===== src/rtl/pp_pkg.sv =====
package pp_pkg;
  typedef enum logic [1:0] {
    MODE_ONCE   = 2'd0,
    MODE_FINITE = 2'd1,
    MODE_LOOP   = 2'd2
  } play_mode_e;

  typedef enum logic [1:0] {
    ST_IDLE = 2'd0,
    ST_WAIT = 2'd1,
    ST_RUN  = 2'd2
  } seq_state_e;
endpackage


===== src/rtl/pp_cfg_check.sv =====
module pp_cfg_check #(
  parameter int ADDR_W   = 8,
  parameter int REP_W    = 25,
  parameter int NUM_MARK = 4,
  parameter int QUANTUM  = 4,
  parameter int MIN_LOOP = 32
) (
  input  logic [ADDR_W:0]          len,
  input  logic [REP_W-1:0]         reps,
  input  logic [1:0]               mode,
  input  logic [NUM_MARK*ADDR_W-1:0] mark_pos,
  input  logic [NUM_MARK-1:0]      mark_en,
  output logic                     cfg_bad
);
  import pp_pkg::*;
  localparam int QBITS = $clog2(QUANTUM);
  localparam logic [ADDR_W:0] LEN_MIN  = (ADDR_W+1)'(QUANTUM);
  localparam logic [ADDR_W:0] LEN_MAX  = (ADDR_W+1)'(1 << ADDR_W);
  localparam logic [ADDR_W:0] LOOP_MIN = (ADDR_W+1)'(MIN_LOOP);

  logic [NUM_MARK-1:0] mark_bad;

  // each enabled marker must sit on a quantum boundary inside the pattern
  for (genvar i = 0; i < NUM_MARK; i++) begin : g_mark
    logic [ADDR_W-1:0] pos;
    assign pos = mark_pos[i*ADDR_W +: ADDR_W];
    assign mark_bad[i] = mark_en[i] &
                         ((pos[QBITS-1:0] != '0) || ({1'b0, pos} >= len));
  end

  always_comb begin
    cfg_bad = |mark_bad;
    if (len[QBITS-1:0] != '0) cfg_bad = 1'b1;
    if (len < LEN_MIN || len > LEN_MAX) cfg_bad = 1'b1;
    case (mode)
      MODE_ONCE:   ;
      MODE_FINITE: if (reps == '0) cfg_bad = 1'b1;
      MODE_LOOP:   if (len < LOOP_MIN) cfg_bad = 1'b1;
      default:     cfg_bad = 1'b1;
    endcase
  end
endmodule


===== src/rtl/pp_trig.sv =====
module pp_trig (
  input  logic clk,
  input  logic rst,
  input  logic start_in,
  input  logic start_fall,
  input  logic pause_in,
  input  logic pause_low,
  output logic start_edge,
  output logic pause_act
);
  logic start_q;

  always_ff @(posedge clk) begin
    if (rst) start_q <= 1'b0;
    else     start_q <= start_in;
  end

  assign start_edge = start_fall ? (~start_in & start_q) : (start_in & ~start_q);
  assign pause_act  = pause_in ^ pause_low;
endmodule


===== src/rtl/pp_seq.sv =====
module pp_seq #(
  parameter int ADDR_W = 8,
  parameter int REP_W  = 25
) (
  input  logic              clk,
  input  logic              rst,
  input  logic              arm,
  input  logic              stop,
  input  logic              cfg_bad,
  input  logic              trig_use,
  input  logic              start_edge,
  input  logic              pause_act,
  input  logic [ADDR_W:0]   len,
  input  logic [REP_W-1:0]  reps,
  input  logic [1:0]        mode,
  output logic [ADDR_W-1:0] rd_addr,
  output logic              fire,
  output logic              fire_last,
  output logic              idle
);
  import pp_pkg::*;
  seq_state_e       state;
  logic [REP_W-1:0] pass_left;
  logic             at_end;

  assign idle      = (state == ST_IDLE);
  assign fire      = (state == ST_RUN) & ~pause_act & ~stop;
  assign at_end    = ({1'b0, rd_addr} == len - (ADDR_W+1)'(1));
  assign fire_last = fire & at_end & (mode != MODE_LOOP) & (pass_left == REP_W'(1));

  always_ff @(posedge clk) begin
    if (rst) begin
      state     <= ST_IDLE;
      rd_addr   <= '0;
      pass_left <= '0;
    end else begin
      case (state)
        ST_IDLE: if (arm && !cfg_bad) begin
          rd_addr   <= '0;
          pass_left <= (mode == MODE_FINITE) ? reps : REP_W'(1);
          state     <= trig_use ? ST_WAIT : ST_RUN;
        end
        ST_WAIT: begin
          if (stop)            state <= ST_IDLE;
          else if (start_edge) state <= ST_RUN;
        end
        ST_RUN: begin
          if (stop) state <= ST_IDLE;
          else if (fire) begin
            if (at_end) begin
              rd_addr <= '0;
              if (fire_last)              state     <= ST_IDLE;
              else if (mode != MODE_LOOP) pass_left <= pass_left - REP_W'(1);
            end else begin
              rd_addr <= rd_addr + ADDR_W'(1);
            end
          end
        end
        default: state <= ST_IDLE;
      endcase
    end
  end
endmodule


===== src/rtl/pattern_player.sv =====
module pattern_player #(
  parameter int DATA_W   = 16,
  parameter int ADDR_W   = 8,
  parameter int REP_W    = 25,
  parameter int NUM_MARK = 4
) (
  input  logic                       clk,
  input  logic                       rst,
  input  logic [ADDR_W:0]            cfg_len,
  input  logic [REP_W-1:0]           cfg_reps,
  input  logic [1:0]                 cfg_mode,
  input  logic                       cfg_trig_en,
  input  logic                       cfg_trig_fall,
  input  logic                       cfg_pause_low,
  input  logic [NUM_MARK*ADDR_W-1:0] cfg_mark_pos,
  input  logic [NUM_MARK-1:0]        cfg_mark_en,
  input  logic                       arm,
  input  logic                       stop,
  input  logic                       start_trig,
  input  logic                       pause_trig,
  output logic                       mem_en,
  output logic [ADDR_W-1:0]          mem_addr,
  input  logic [DATA_W-1:0]          mem_rdata,
  output logic [DATA_W-1:0]          dout,
  output logic                       data_active,
  output logic [NUM_MARK-1:0]        marker,
  output logic                       done,
  output logic                       cfg_err
);
  logic              cfg_bad, start_edge, pause_act;
  logic              fire, fire_last, seq_idle;
  logic [ADDR_W-1:0] rd_addr;
  logic              v1, v1_last;
  logic [ADDR_W-1:0] v1_idx;
  logic [NUM_MARK-1:0] mark_hit;

  pp_cfg_check #(.ADDR_W(ADDR_W), .REP_W(REP_W), .NUM_MARK(NUM_MARK)) u_chk_cfg (
    .len(cfg_len), .reps(cfg_reps), .mode(cfg_mode),
    .mark_pos(cfg_mark_pos), .mark_en(cfg_mark_en), .cfg_bad(cfg_bad)
  );

  pp_trig u_trig (
    .clk(clk), .rst(rst), .start_in(start_trig), .start_fall(cfg_trig_fall),
    .pause_in(pause_trig), .pause_low(cfg_pause_low),
    .start_edge(start_edge), .pause_act(pause_act)
  );

  pp_seq #(.ADDR_W(ADDR_W), .REP_W(REP_W)) u_seq (
    .clk(clk), .rst(rst), .arm(arm), .stop(stop), .cfg_bad(cfg_bad),
    .trig_use(cfg_trig_en), .start_edge(start_edge), .pause_act(pause_act),
    .len(cfg_len), .reps(cfg_reps), .mode(cfg_mode),
    .rd_addr(rd_addr), .fire(fire), .fire_last(fire_last), .idle(seq_idle)
  );

  assign mem_en   = fire;
  assign mem_addr = rd_addr;

  // marker compare against the index of the word in flight
  for (genvar i = 0; i < NUM_MARK; i++) begin : g_mark
    assign mark_hit[i] = cfg_mark_en[i] & (v1_idx == cfg_mark_pos[i*ADDR_W +: ADDR_W]);
  end

  always_ff @(posedge clk) begin
    if (rst) begin
      v1          <= 1'b0;
      v1_idx      <= '0;
      v1_last     <= 1'b0;
      dout        <= '0;
      data_active <= 1'b0;
      marker      <= '0;
      done        <= 1'b0;
      cfg_err     <= 1'b0;
    end else begin
      v1          <= fire;
      v1_idx      <= rd_addr;
      v1_last     <= fire_last;
      data_active <= v1;
      done        <= v1 & v1_last;
      marker      <= v1 ? mark_hit : '0;
      if (v1) dout <= mem_rdata;
      if (arm && seq_idle) cfg_err <= cfg_bad;
    end
  end
endmodule


===== config.mk =====
export PLATFORM = sky130hd
export DESIGN_NAME = pattern_player
export DESIGN_NICKNAME = d
export VERILOG_FILES = /design/src/rtl/pp_pkg.sv /design/src/rtl/pp_cfg_check.sv /design/src/rtl/pp_trig.sv /design/src/rtl/pp_seq.sv /design/src/rtl/pattern_player.sv
export SDC_FILE = /design/constraint.sdc
export NUM_CORES = 1
export LEC_CHECK = 0
export BUFFER_PORTS_ARGS = -buffer_cell sky130_fd_sc_hd__buf_4
export CORE_MARGIN = 2
export CORE_UTILIZATION = 50
export CTS_CLUSTER_DIAMETER = 40
export DETAILED_ROUTE_END_ITERATION = 6
export MAX_ROUTING_LAYER = met4
export PLACE_DENSITY = 0.79
export SYNTH_ARGS = -nofsm -noshare
export SYNTH_HDL_FRONTEND = slang
export SYNTH_HIERARCHICAL = 1
export SYNTH_SLANG_ARGS = --single-unit

===== constraint.sdc =====
create_clock -name clk -period 4.05 [get_ports clk]
set_input_delay 0.405 -clock clk [delete_from_list [all_inputs] [get_ports clk]]
set_output_delay 0.405 -clock clk [all_outputs]
set_load 0.1 [all_outputs]

==> impl_results.md <==
* Status: finished clean
* Finished layout cell area at a little over 6000 sq um
* Mapped Area at about 5000 sq um
* Fillers at ~880
* CP Class: input port to flip-flop
* CTS tree: done
* Die height at ~100 microns
* Worst setup startpoint: cfg_len[6]
* Ys flop type: dfxtp_1
* Worst Setup End Kind: flip-flop
* Placed inst area at around 6000 sq um
* Diodes inserted at 0
* Seq cells post-synth at 69
* Max Freq at between 200 and 300 MHz
* Remaining DRCs at 0
* Worst r2r dst: u_seq/pass_left[0]
* Placed cell count at around 840
* R2r setup slk at 1350 ps
* CP top delay family: simple AND/OR/NAND/NOR gates
* H-tree depth at 3
* Placer Congestion at a little over 1
* Worst r2r path cells at 7
* Top Ports at 129
* Detailed Place HPWL at between 10000 and 15000 microns
* Most frequent cells in the layout: buf_4, dfxtp_1, nor2_1
* Layout cells sized above 1 at 0.234
* Area delta synth->final at 23.6%
* Clk_lat worst skew at approximately 350 ps
* YS warnings at 6
* Routed vias/inst at a little under 6
* Post-Syn Instances at 612
* Row count at 36
* Number of max-cap violations at 0
* NumNets Final at between 800 and 900
* Core Area at approximately 9700 sq um
* CP Max Fanout at 25
* Hold buffer count at cts at 0
* Initial antenna violation count at 0
* Maximum clock insertion buffer count at 2
* CP startpoint kind: input port
* Worst Path Buf+Inv at 2
* Final non-filler cell total at roughly 860
* Slew @ Worst Pin at just over 900 ps
* Antenna-violating nets left at 0
* Initial DRC count at between 300 and 400
* Finish-stage setup viols at 0
* Hold Path Depth at 3
* Tmin final at 3470 ps
* Via count at 5084
* Initial Util at 0.512
* Cell Pwr Density at ~240 nW/um^2
* Post-synth EDFFs at 0
* Netlist cell types at 69
* Synth Net Count at between 700 and 800
* Final wirelength at ~15000 microns
* Largest net degree at the start of global routing at 62
* Setup WS post-layout at between 500 and 600 ps
* Slowest CP cell: and4_4
* Final Max Slew Viols at 0
* Worst vdd ir at 0.195 mV
* CP arrival at between 3000 and 4000 ps
* Ys async rst share at 0
* Hold violation count in the final report at 0
* CP peak stage delay at about 460 ps
* Worst path cell trace: buf_4 -> inv_1 -> ha_1 -> a21oi_1 -> o311a_1 -> nand4_1 -> a2111oi_2 -> nand4_1 -> nor3b_1 -> a21oi_1 -> or2_0 -> nor3_1 -> and4_4 -> nor2_1 -> a221oi_1
* Fin crit share at 0.856
* Die area at roughly 11000 sq um
* Stages on worst setup path at 15
* FF-to-FF Start: u_seq/rd_addr[6]
* Number of global-route vias before repair at between 4000 and 5000
* Final setup skew at ~9.4 ps
* Register area share after synthesis at 0.277
* Hold Crit Start: mem_rdata[9]
* # resized after CTS at 0
* TritonCTS sink count at 69
* Most common cell after layout, fill and taps aside: buf_4
* CTS Buf Count at 9
* Data required time of the worst path at around 4300 ps
* Setup TNS at 0 ps
* Reg clk slew, reported paths at 80 ps
* First-pass DRT Iterations at 5
* Post-Syn Area per Cell at about 8.1 sq um
* Tot Pwr at about 1500 uW
* DR WL/cell at about 17 microns
* Postcts setup bufs at 0
* Global-route wire length before repair at 24200 microns
* Slew headroom at 0.393
* CTS root buf: clkbuf_8
* Pre-CTS setup slack at ~300 ps
* GRT Resource Usage Total at 0.280
* Number of I/O port buffers at about 130
* Endpoint, Worst Hold: dout[9]
* Die width at just over 100 microns
* Grt total ovfl at 0
* Hold crit path type: input port to flip-flop
* Unrepaired setup endpoints after global routing: false
* Leakage power at roughly 0.0025 uW
[stage by stage]
stage                     utilization  hold WS (ps)
after global placement          0.615           410
after floorplan                     -           406
final                           0.633           296
after detailed placement        0.615           423
after global routing            0.633           293
after CTS                       0.633           283
[cells by family (layout without fill, tap and decap cells)]
family | Yosys count | in the layout | share of synthesized area
AND/OR/NAND/NOR | 236 | 236 | 0.256
AO/OA/AOI/OAI | 137 | 137 | 0.187
flip-flops | 69 | 69 | 0.277
buffers and inverters | 62 | 176 | 0.0558
XOR/XNOR | 54 | 54 | 0.0977
adder cells (fa/ha/maj) | 36 | 36 | 0.0904
multiplexers | 18 | 18 | 0.0362
[worst max-delay path by stage]
stage                                      to  slack [ps]
after floorplan           u_seq/pass_left[16]         150
after global placement     u_seq/pass_left[0]         360
after detailed placement   u_seq/pass_left[0]         290
after CTS                  u_seq/pass_left[0]         650
after global routing       u_seq/pass_left[0]         290
final                      u_seq/pass_left[0]         580
[worst register-to-register path: stages (launching register included)]
cell and delay (ps):
dfxtp_1 550, xnor2_1 220, and3_1 210, o31a_1 240
nor3_2 430, and4_4 530, nor2_1 160, a221oi_1 290
[metal layers]
metal,GRT usage,part of all wire,up-vias
met5,-,0,-
met4,0.101,0.023,0
met3,0.0598,0.085,30
met2,0.435,0.46,273
met1,0.360,0.43,2335
li1,-,-,2446
[sequential cells by signal (all words and copies together) (netlist names)]
signal           flops
marker               4
cfg_err              1
u_seq/pass_left     25
u_trig/start_q       1
done                 1
u_seq/state          2
v1_last              1
data_active          1
v1                   1
v1_idx               8
u_seq/rd_addr        8
dout                16
[layout make-up]
cell class | count | area, sq um | share of cell area
Clock buffer | 10 | 138 | 0.0224
Clock inverter | 6 | 38.8 | 0.00630
Inverter | 26 | 97.6 | 0.0159
Multi-Input combinational cell | 481 | 3330 | 0.541
Sequential cell | 69 | 1380 | 0.224
Tap cell | 133 | 166 | 0.0270
Timing Repair Buffer | 134 | 1010 | 0.163
[power by group]
part / switching [uW] / internal [uW] / total, uW
Clock: 274 / 236 / 510
Combinational: 147 / 138 / 285
Sequential: 2.29 / 680 / 682
Total: 423 / 1050 / 1480
[synthesized netlist by cell type, types with 3 or more instances]
| cell | instances | area share |
|---|---|---|
| a21oi_1 | 34 | 0.034 |
| o211ai_1 | 3 | 0.0045 |
| a31oi_1 | 7 | 0.0088 |
| xor2_1 | 9 | 0.016 |
| nand3_1 | 26 | 0.026 |
| a221oi_1 | 3 | 0.0053 |
| a211oi_1 | 16 | 0.024 |
| buf_2 | 7 | 0.0070 |
| inv_1 | 26 | 0.020 |
| o21a_1 | 4 | 0.0060 |
| nand2b_1 | 9 | 0.011 |
| o31ai_1 | 4 | 0.0060 |
| nor3_2 | 5 | 0.010 |
| xnor2_1 | 44 | 0.077 |
| a22oi_1 | 10 | 0.015 |
| clkbuf_1 | 17 | 0.013 |
| buf_6 | 3 | 0.0068 |
| o22ai_1 | 4 | 0.0050 |
| clkbuf_2 | 8 | 0.0080 |
| and2_1 | 5 | 0.0063 |
| or3_1 | 4 | 0.0050 |
| nor3_1 | 32 | 0.032 |
| dfxtp_1 | 69 | 0.28 |
| nor2_1 | 52 | 0.039 |
| nor2b_1 | 15 | 0.019 |
| and3_1 | 7 | 0.0088 |
| o21ai_1 | 5 | 0.0050 |
| o2111ai_1 | 3 | 0.0053 |
| ha_1 | 36 | 0.090 |
| a21o_1 | 5 | 0.0075 |
| nand2_1 | 33 | 0.025 |
| nor4_1 | 13 | 0.016 |
| o21ai_0 | 17 | 0.017 |
| mux2i_1 | 18 | 0.036 |
| nand4_1 | 16 | 0.020 |
Note: power is estimated with default switching activity, not from simulation.
